--- src/rtl/rxw_pkg.sv ---
package rxw_pkg;
  typedef enum logic [3:0] {
    PH_IDLE   = 4'd0,
    PH_REG    = 4'd1,
    PH_XTAL   = 4'd2,
    PH_PLL    = 4'd3,
    PH_VCO    = 4'd4,
    PH_SETTLE = 4'd5,
    PH_FE     = 4'd6,
    PH_ADC    = 4'd7,
    PH_RX     = 4'd8
  } phase_e;
endpackage

--- src/rtl/rxw_timer.sv ---
module rxw_timer #(
  parameter int W = 4
) (
  input  logic         clk,
  input  logic         rst_n,
  input  logic         restart,
  input  logic [W-1:0] target,
  output logic         hit
);
  logic [W-1:0] cnt_q;

  always_ff @(posedge clk or negedge rst_n) begin
    if (!rst_n)       cnt_q <= '0;
    else if (restart) cnt_q <= '0;
    else              cnt_q <= cnt_q + 1'b1;
  end

  assign hit = (cnt_q == target);
endmodule

--- src/rtl/rxw_fsm.sv ---
module rxw_fsm
  import rxw_pkg::*;
(
  input  logic   clk,
  input  logic   rst_n,
  input  logic   rx_on,
  input  logic   vcocal,
  input  logic   vco_done,
  input  logic   adc_done,
  input  logic   tmr_hit,
  output phase_e state_q,
  output logic   tmr_restart
);
  phase_e state_d;

  always_comb begin
    state_d = state_q;
    if (!rx_on) begin
      state_d = PH_IDLE;
    end else begin
      unique case (state_q)
        PH_IDLE:   state_d = PH_REG;
        PH_REG:    state_d = PH_XTAL;
        PH_XTAL:   if (tmr_hit) state_d = PH_PLL;
        PH_PLL:    state_d = vcocal ? PH_VCO : PH_SETTLE;
        PH_VCO:    if (vco_done) state_d = PH_SETTLE;
        PH_SETTLE: if (tmr_hit) state_d = PH_FE;
        PH_FE:     state_d = PH_ADC;
        PH_ADC:    if (adc_done) state_d = PH_RX;
        PH_RX:     state_d = PH_RX;
        default:   state_d = PH_IDLE;
      endcase
    end
  end

  always_ff @(posedge clk or negedge rst_n) begin
    if (!rst_n) state_q <= PH_IDLE;
    else        state_q <= state_d;
  end

  assign tmr_restart = (state_d != state_q);

  p_start_r2: assert property (@(posedge clk) disable iff (!rst_n)
    (state_q == PH_IDLE && rx_on) |=> (state_q == PH_REG));
  p_abort_r10: assert property (@(posedge clk) disable iff (!rst_n)
    !rx_on |=> (state_q == PH_IDLE));
  p_vco_hold_r5: assert property (@(posedge clk) disable iff (!rst_n)
    (state_q == PH_VCO && rx_on && !vco_done) |=> (state_q == PH_VCO));
  p_skip_r6: assert property (@(posedge clk) disable iff (!rst_n)
    (state_q == PH_PLL && rx_on && !vcocal) |=> (state_q == PH_SETTLE));
  p_adc_hold_r8: assert property (@(posedge clk) disable iff (!rst_n)
    (state_q == PH_ADC && rx_on && !adc_done) |=> (state_q == PH_ADC));
  p_rx_stay_r8: assert property (@(posedge clk) disable iff (!rst_n)
    (state_q == PH_RX && rx_on) |=> (state_q == PH_RX));
endmodule

--- src/rtl/rxw_drive.sv ---
module rxw_drive
  import rxw_pkg::*;
(
  input  logic   clk,
  input  logic   rst_n,
  input  phase_e ph,
  output logic   en_reg,
  output logic   en_xtal,
  output logic   en_pll,
  output logic   en_vco_cal,
  output logic   en_rx_fe,
  output logic   en_adc_cal,
  output logic   en_modem_rx
);
  always_comb begin
    en_reg      = (ph >= PH_REG)  && (ph <= PH_RX);
    en_xtal     = (ph >= PH_XTAL) && (ph <= PH_RX);
    en_pll      = (ph >= PH_PLL)  && (ph <= PH_RX);
    en_vco_cal  = (ph == PH_VCO);
    en_rx_fe    = (ph >= PH_FE)   && (ph <= PH_RX);
    en_adc_cal  = (ph == PH_ADC);
    en_modem_rx = (ph == PH_RX);
  end

  p_cal_excl_r9: assert property (@(posedge clk) disable iff (!rst_n)
    $onehot0({en_vco_cal, en_adc_cal, en_modem_rx}));
  p_fe_needs_pll_r9: assert property (@(posedge clk) disable iff (!rst_n)
    en_rx_fe |-> (en_pll && en_xtal && en_reg));
endmodule

--- src/rtl/rx_wake_seq.sv ---
module rx_wake_seq
  import rxw_pkg::*;
#(
  parameter int XTAL_CYC = 6,
  parameter int PLL_CYC  = 5
) (
  input  logic       clk,
  input  logic       rst_n,
  input  logic       rx_on,
  input  logic       cfg_we,
  input  logic       cfg_vcocal,
  input  logic       vco_cal_done,
  input  logic       adc_cal_done,
  output logic       en_reg,
  output logic       en_xtal,
  output logic       en_pll,
  output logic       en_vco_cal,
  output logic       en_rx_fe,
  output logic       en_adc_cal,
  output logic       en_modem_rx,
  output logic [3:0] phase
);
  localparam int MAXC = (XTAL_CYC > PLL_CYC) ? XTAL_CYC : PLL_CYC;
  localparam int CW   = $clog2(MAXC + 1);

  logic          vcocal_q;
  phase_e        st;
  logic          restart, hit;
  logic [CW-1:0] target;

  always_ff @(posedge clk or negedge rst_n) begin
    if (!rst_n)      vcocal_q <= 1'b1;
    else if (cfg_we) vcocal_q <= cfg_vcocal;
  end

  assign target = (st == PH_XTAL) ? CW'(XTAL_CYC - 1) : CW'(PLL_CYC - 1);

  rxw_timer #(.W(CW)) u_tmr (
    .clk(clk), .rst_n(rst_n), .restart(restart), .target(target), .hit(hit)
  );

  rxw_fsm u_fsm (
    .clk(clk), .rst_n(rst_n), .rx_on(rx_on), .vcocal(vcocal_q),
    .vco_done(vco_cal_done), .adc_done(adc_cal_done), .tmr_hit(hit),
    .state_q(st), .tmr_restart(restart)
  );

  rxw_drive u_drv (
    .clk(clk), .rst_n(rst_n), .ph(st),
    .en_reg(en_reg), .en_xtal(en_xtal), .en_pll(en_pll),
    .en_vco_cal(en_vco_cal), .en_rx_fe(en_rx_fe),
    .en_adc_cal(en_adc_cal), .en_modem_rx(en_modem_rx)
  );

  assign phase = st;

  p_cfg_r12: assert property (@(posedge clk) disable iff (!rst_n)
    cfg_we |=> (vcocal_q == $past(cfg_vcocal)));
endmodule

--- config.mk ---
export PLATFORM = sky130hd
export DESIGN_NAME = rx_wake_seq
export DESIGN_NICKNAME = d
export VERILOG_FILES = /design/src/rtl/rxw_pkg.sv /design/src/rtl/rxw_timer.sv /design/src/rtl/rxw_fsm.sv /design/src/rtl/rxw_drive.sv /design/src/rtl/rx_wake_seq.sv
export SDC_FILE = /design/constraint.sdc
export NUM_CORES = 1
export LEC_CHECK = 0
export BUFFER_PORTS_ARGS = -buffer_cell sky130_fd_sc_hd__buf_2
export CAP_MARGIN = 20
export CORE_UTILIZATION = 40
export DETAILED_ROUTE_END_ITERATION = 12
export PLACE_DENSITY = 0.7
export SYNTH_ARGS = -nofsm -noshare
export SYNTH_HDL_FRONTEND = slang
export SYNTH_HIERARCHICAL = 1
export SYNTH_SLANG_ARGS = --single-unit
--- constraint.sdc ---
create_clock -name clk -period 3.7 [get_ports clk]
set_input_delay 0.185 -clock clk [delete_from_list [all_inputs] [get_ports clk]]
set_output_delay 0.185 -clock clk [all_outputs]
set_load 0.01 [all_outputs]
Word-level counts from Yosys, hierarchy flattened
Index checks and enable logic that the tools add are counted.
{"block": "word_totals", "ff_bits": 8, "wordCells": 33, "out_inout_bits": 11}
{"block": "op_classes", "muxes": 9, "n_lt_le_gt_ge": 5, "n_eq_ne": 10, "n_addsub": 1, "reduce_logical": 5}
{"op": "4-bit case mux with 9 select lines", "n": 1}
{"op": "4-bit 2-to-1 mux", "n": 5}
{"op": "4-bit by 3-bit equality test with 1-bit output (second input constant)", "n": 4}
{"op": "4-bit by 2-bit equality test with 1-bit output (second input constant)", "n": 2}
{"op": "4-bit by 2-bit greater-or-equal comparator with 1-bit output (second input constant)", "n": 2}
{"op": "4-bit by 1-bit equality test with 1-bit output (second input constant)", "n": 1}
{"op": "4-bit equality test (second input constant)", "n": 1}
{"op": "4-bit by 1-bit greater-or-equal comparator with 1-bit output (second input constant)", "n": 1}
{"op": "4-bit by 3-bit greater-or-equal comparator with 1-bit output (second input constant)", "n": 1}
{"op": "4-bit less-or-equal comparator (second input constant)", "n": 1}
{"op": "1-bit logical AND", "n": 4}
{"op": "4-bit zero test", "n": 1}
{"op": "4-bit != test", "n": 1}
{"op": "3-bit by 1-bit adder with 3-bit output (second input constant)", "n": 1}
{"op": "3-bit equality test", "n": 1}
{"op": "3-bit 2-to-1 mux", "n": 1}
{"op": "1-bit 2-to-1 mux", "n": 2}

Logic depth before layout (Yosys ltp)
{"block": "logic_depth", "depth_word": 8, "depth_mapped": 7, "depth_no_buf": 7}

Hierarchy
Netlist, hierarchy kept.
{"module": "rxw_fsm", "cells_each": 34, "area_each_um2": 307.8, "seq_area_each_um2": 100.1, "instances": 1}
{"module": "rxw_timer", "cells_each": 12, "area_each_um2": 146.4, "seq_area_each_um2": 75.1, "instances": 1}
{"module": "rxw_drive", "cells_each": 13, "area_each_um2": 77.6, "seq_area_each_um2": 0.0, "instances": 1}
{"module": "rx_wake_seq", "cells_each": 5, "area_each_um2": 63.8, "seq_area_each_um2": 26.3, "instances": 1}

Least setup slack after synthesis
OpenSTA, ideal clock, no wires.
{"block": "synth_timing", "path_kind": "flip-flop to flip-flop", "from": "reg u_fsm.state_q[3]", "to": "reg u_tmr.cnt_q[1]", "setup_slack_ps": 1845, "t_arrival_ps": 1782, "period_less_slack_ps": 1855, "setup_ps": 73, "path_stages_with_launch": 8, "n_path_buf": 0, "path_cell_list": "dfrtp_1 -> nor4b_2 -> xor2_1 -> nor3_2 -> or3b_1 -> a31oi_1 -> o22ai_1 -> nor2b_1"}
{"block": "synth_via", "elab_chain_len": 8}
{"element": "from (decl)", "line_no": "rxw_fsm.sv:11", "text": "output phase_e state_q,"}
{"element": "from (signal assigned)", "line_no": "rxw_fsm.sv:38", "text": "else state_q <= state_d;"}
{"element": "4-bit by 2-bit equality test with 1-bit output *", "line_no": "rx_wake_seq.sv:36", "text": "assign target = (st == PH_XTAL) ? CW'(XTAL_CYC - 1) : CW'(PLL_CYC - 1);"}
{"element": "1-bit 2-to-1 mux *", "line_no": "rx_wake_seq.sv:36"}
{"element": "via target[0]", "line_no": "rx_wake_seq.sv:29", "text": "logic [CW-1:0] target;"}
{"element": "3-bit equality test *", "line_no": "rxw_timer.sv:18", "text": "assign hit = (cnt_q == target);"}
{"element": "via hit", "line_no": "rx_wake_seq.sv:28", "text": "logic restart, hit;"}
{"element": "4-bit 2-to-1 mux (on tied branches)", "line_no": "rxw_fsm.sv:27, rxw_fsm.sv:24"}
{"element": "4-bit case mux with 9 select lines *", "line_no": "rxw_fsm.sv:21", "text": "unique case (state_q)"}
{"element": "4-bit 2-to-1 mux *", "line_no": "rxw_fsm.sv:18", "text": "if (!rx_on) begin"}
{"element": "4-bit != test *", "line_no": "rxw_fsm.sv:41", "text": "assign tmr_restart = (state_d != state_q);"}
{"element": "via restart", "line_no": "rx_wake_seq.sv:28"}
{"element": "3-bit 2-to-1 mux *", "line_no": "rxw_timer.sv:14", "text": "else if (restart) cnt_q <= '0;"}
{"element": "to (signal assigned)", "line_no": "rxw_timer.sv:15", "text": "else cnt_q <= cnt_q + 1'b1;"}
{"element": "to (decl)", "line_no": "rxw_timer.sv:10", "text": "logic [W-1:0] cnt_q;"}
Mark *: on every way through the listed nets, which the timed path passes. The rest lies on a longest branch.
A chain may end at the register's enable or synchronous reset.

Worst setup path in the final report
{"block": "layout_timing", "from": "reg u_fsm.state_q[1]", "to": "reg u_tmr.cnt_q[1]"}
The elaborated chain is that of the path after synthesis.

==> summary.md <==
| Metric | Value |
|---|---|
| Clock skew | `0.00678 ns` |
| Synth Register Bits | `8` |
| Delay-heaviest family, CP | `simple AND/OR/NAND/NOR gates` |
| Gp weighted congestion | `0.797` |
| Clock Latency Late Sink | `0.26 ns` |
| Global-route wire length before repair | `~1.7 mm` |
| Synthesized instance count | `64` |
| Drt pass-1 iters | `4` |
| Crit path time final | `2.10 ns` |
| DP Wirelength | `807 um` |
| Syn nets | `72` |
| Routed Wire Length | `1.13 mm` |
| Die width | `40.6 um` |
| Share of post-route cells with drive strength above 1 | `0.325` |
| Dpl ws | `~1.6 ns` |
| Total gr overflow | `0` |
| NumNets Final | `92` |
| Port-buffer cells | `17` |
| Fin. Hold Viols | `0` |
| Initial core utilization | `0.441` |
| Leakage power | `0.356 nW` |
| Diode count | `0` |
| WP buf/inv | `0` |
| Synth warn | `6` |
| Crit-path max FO | `17` |
| Vias | `around 510` |
| Ys async rst share | `1.00` |
| Placed cell count | `93` |
| CP endpoint kind | `flip-flop` |
| Layout area overhead | `20.0%` |
| TritonCTS clock tree | `built` |
| Period utilisation layout | `0.567` |
| Fin cells | `98` |
| # IOs | `18` |
| RSZ-0062 raised after global routing | `false` |
| Top cell type's share of synthesized area | `0.294` |
| Slowest stage cell on the critical path | `dfrtp_1` |
| Synth unique cells | `36` |
| DRT iter0 DRCs | `9` |
| Arrival time at the worst endpoint | `2.28 ns` |
| Synth area leader | `dfrtp_1` |
| Crit path kind | `flip-flop to flip-flop` |
| CP cell instances | `nor4b_2, xor2_1, nor3_2, or3b_1, a31oi_1, o22ai_1, nor2b_1` |
| Register area share after synthesis | `0.338` |
| Crit path largest cell delay | `approximately 0.65 ns` |
| Antenna-violating nets left | `0` |
| Worst Tran Pin Value | `0.547 ns` |
| Initial antenna violation count | `0` |
| Vias per cell | `5.22` |
| Worst hold path class | `input port to flip-flop` |
| Num rows | `13` |
| Die area | `1650 um^2` |
| Clock Sinks | `8` |
| Tot Pwr | `287 uW` |
| Cts bufs inserted | `3` |
| Main area contributors after synthesis | `dfrtp_1 29%, dfstp_2 4.4%, xor2_1 4.4%, a21oi_1 4.2%, nand2b_1 3.2%` |
| Fin Setup TNS | `0 ns` |
| Drt drc | `0` |
| Die H | `between 40 and 50 um` |
| Avg Cell Area, Syn | `9.31 um^2` |
| Maxcap violations | `0` |
| Pin count of the biggest net entering global routing | `21` |
| Worst rel slew slack | `0.635` |
| Clock-pin transition on the worst setup and hold timing paths | `0.06 ns` |
| Worst IR Drop VDD | `0.279 mV` |
| Critical Path Source Type | `flip-flop` |
| Post-synth EDFFs | `0` |
| Final setup vio count | `0` |
| Core area | `around 1400 um^2` |
| Vias in the first global route | `392` |
| F_max | `between 400 and 500 MHz` |
| Root Buffer | `clkbuf_4` |
| GRT Util Overall | `0.162` |
| WL/cell | `11.5 um` |
| Worst Path Required | `between 3 and 4 ns` |
| CTS H-tree depth | `1` |
| Post-Syn Area | `approximately 600 um^2` |
| CTS max path bufs | `2` |
| Synth Flop Type | `dfrtp_1` |
| Setup ws final | `around 1.6 ns` |
| Status | `finished clean` |
| Power per standard cell area | `402 nW/um^2` |
| Max-slew violation count | `0` |
-- metrics by stage --
stage | util | instance area (um^2) | hold WS (ns)
final | 0.529 | 714 | 0.162
after global routing | 0.529 | 714 | 0.159
after CTS | 0.529 | 714 | 0.151
after detailed placement | 0.502 | 678 | 0.0353
after global placement | 0.502 | 678 | 0.0390
after floorplan | - | 596 | -0.111
-- registers in the layout, indices dropped and copies added, names as in the netlist --
signal,flops
u_fsm/state_q,4
u_tmr/cnt_q,3
vcocal_q,1
-- placed cells by master (no fill, tap or decap), types with 2 or more instances in the layout --
cell	instances
nand2b_1	3
xnor2_1	2
nor4b_1	2
conb_1	2
o21ai_0	2
nor2_1	4
inv_1	3
dfrtp_1	7
a31oi_1	2
a21oi_1	5
nor2b_1	3
buf_2	17
a211oi_1	2
clkbuf_4	3
xor2_1	3
-- final timing paths --
check                      cells past startpoint  slack (ns)               end              from
min in group asynchronous                      2        0.30  u_fsm/state_q[2]             rst_n
min                                            2        0.16          vcocal_q        cfg_vcocal
min reg2reg                                    1        0.49    u_tmr/cnt_q[0]    u_tmr/cnt_q[0]
max                                            7        1.60    u_tmr/cnt_q[1]  u_fsm/state_q[1]
max reg2reg                                    7        1.60    u_tmr/cnt_q[1]  u_fsm/state_q[1]
max in group asynchronous                      2        3.16          vcocal_q             rst_n
-- what timing repair did --
action	4_1_cts	5_1_grt
hold endpoints to repair	8	0
setup buffers	0	0
gates resized for setup	0	0
hold buffers	1	0
-- final cells by class --
cell class                 count  area, um^2
inverter                       3        11.3
multi-input combinational     50         362
fill                         138         636
clock buffer                   4        26.3
timing repair buffer          18        95.1
tap                           15        18.8
sequential                     8         201
-- synth_stat cells (3+ instances only) --
cell type	n
inv_1	3
nor2b_1	3
a21oi_1	5
xor2_1	3
nand2b_1	3
dfrtp_1	7
nor2_1	4
-- power breakdown --
group / switching, mW / internal [mW] / leakage, nW
Clock: 0.0306 / 0.0413 / 0.0150
Sequential: 0.0286 / 0.0987 / 0.105
Combinational: 0.0422 / 0.0457 / 0.236
Total: 0.101 / 0.186 / 0.356
-- kinds of logic (layout without fill, tap and decap cells) --
logic type      Yosys count  in the layout  share of synthesized area
buf+inv                   6             25                     0.0546
simple gates             26             26                      0.317
flops                     8              8                      0.338
other cells               2              2                     0.0126
mux                       2              2                     0.0420
xor+xnor                  5              5                     0.0735
fa+ha+maj                 1              1                     0.0210
compound gates           14             14                      0.141
-- per-layer routing --
layer,up-vias,track usage,share of wire
li1,268,-,-
met1,224,0.214,0.51
met2,18,0.250,0.41
met3,2,0.0167,0.053
met4,0,0.100,0.019
met5,-,0,0
Note: power is estimated with default switching activity, not from simulation.
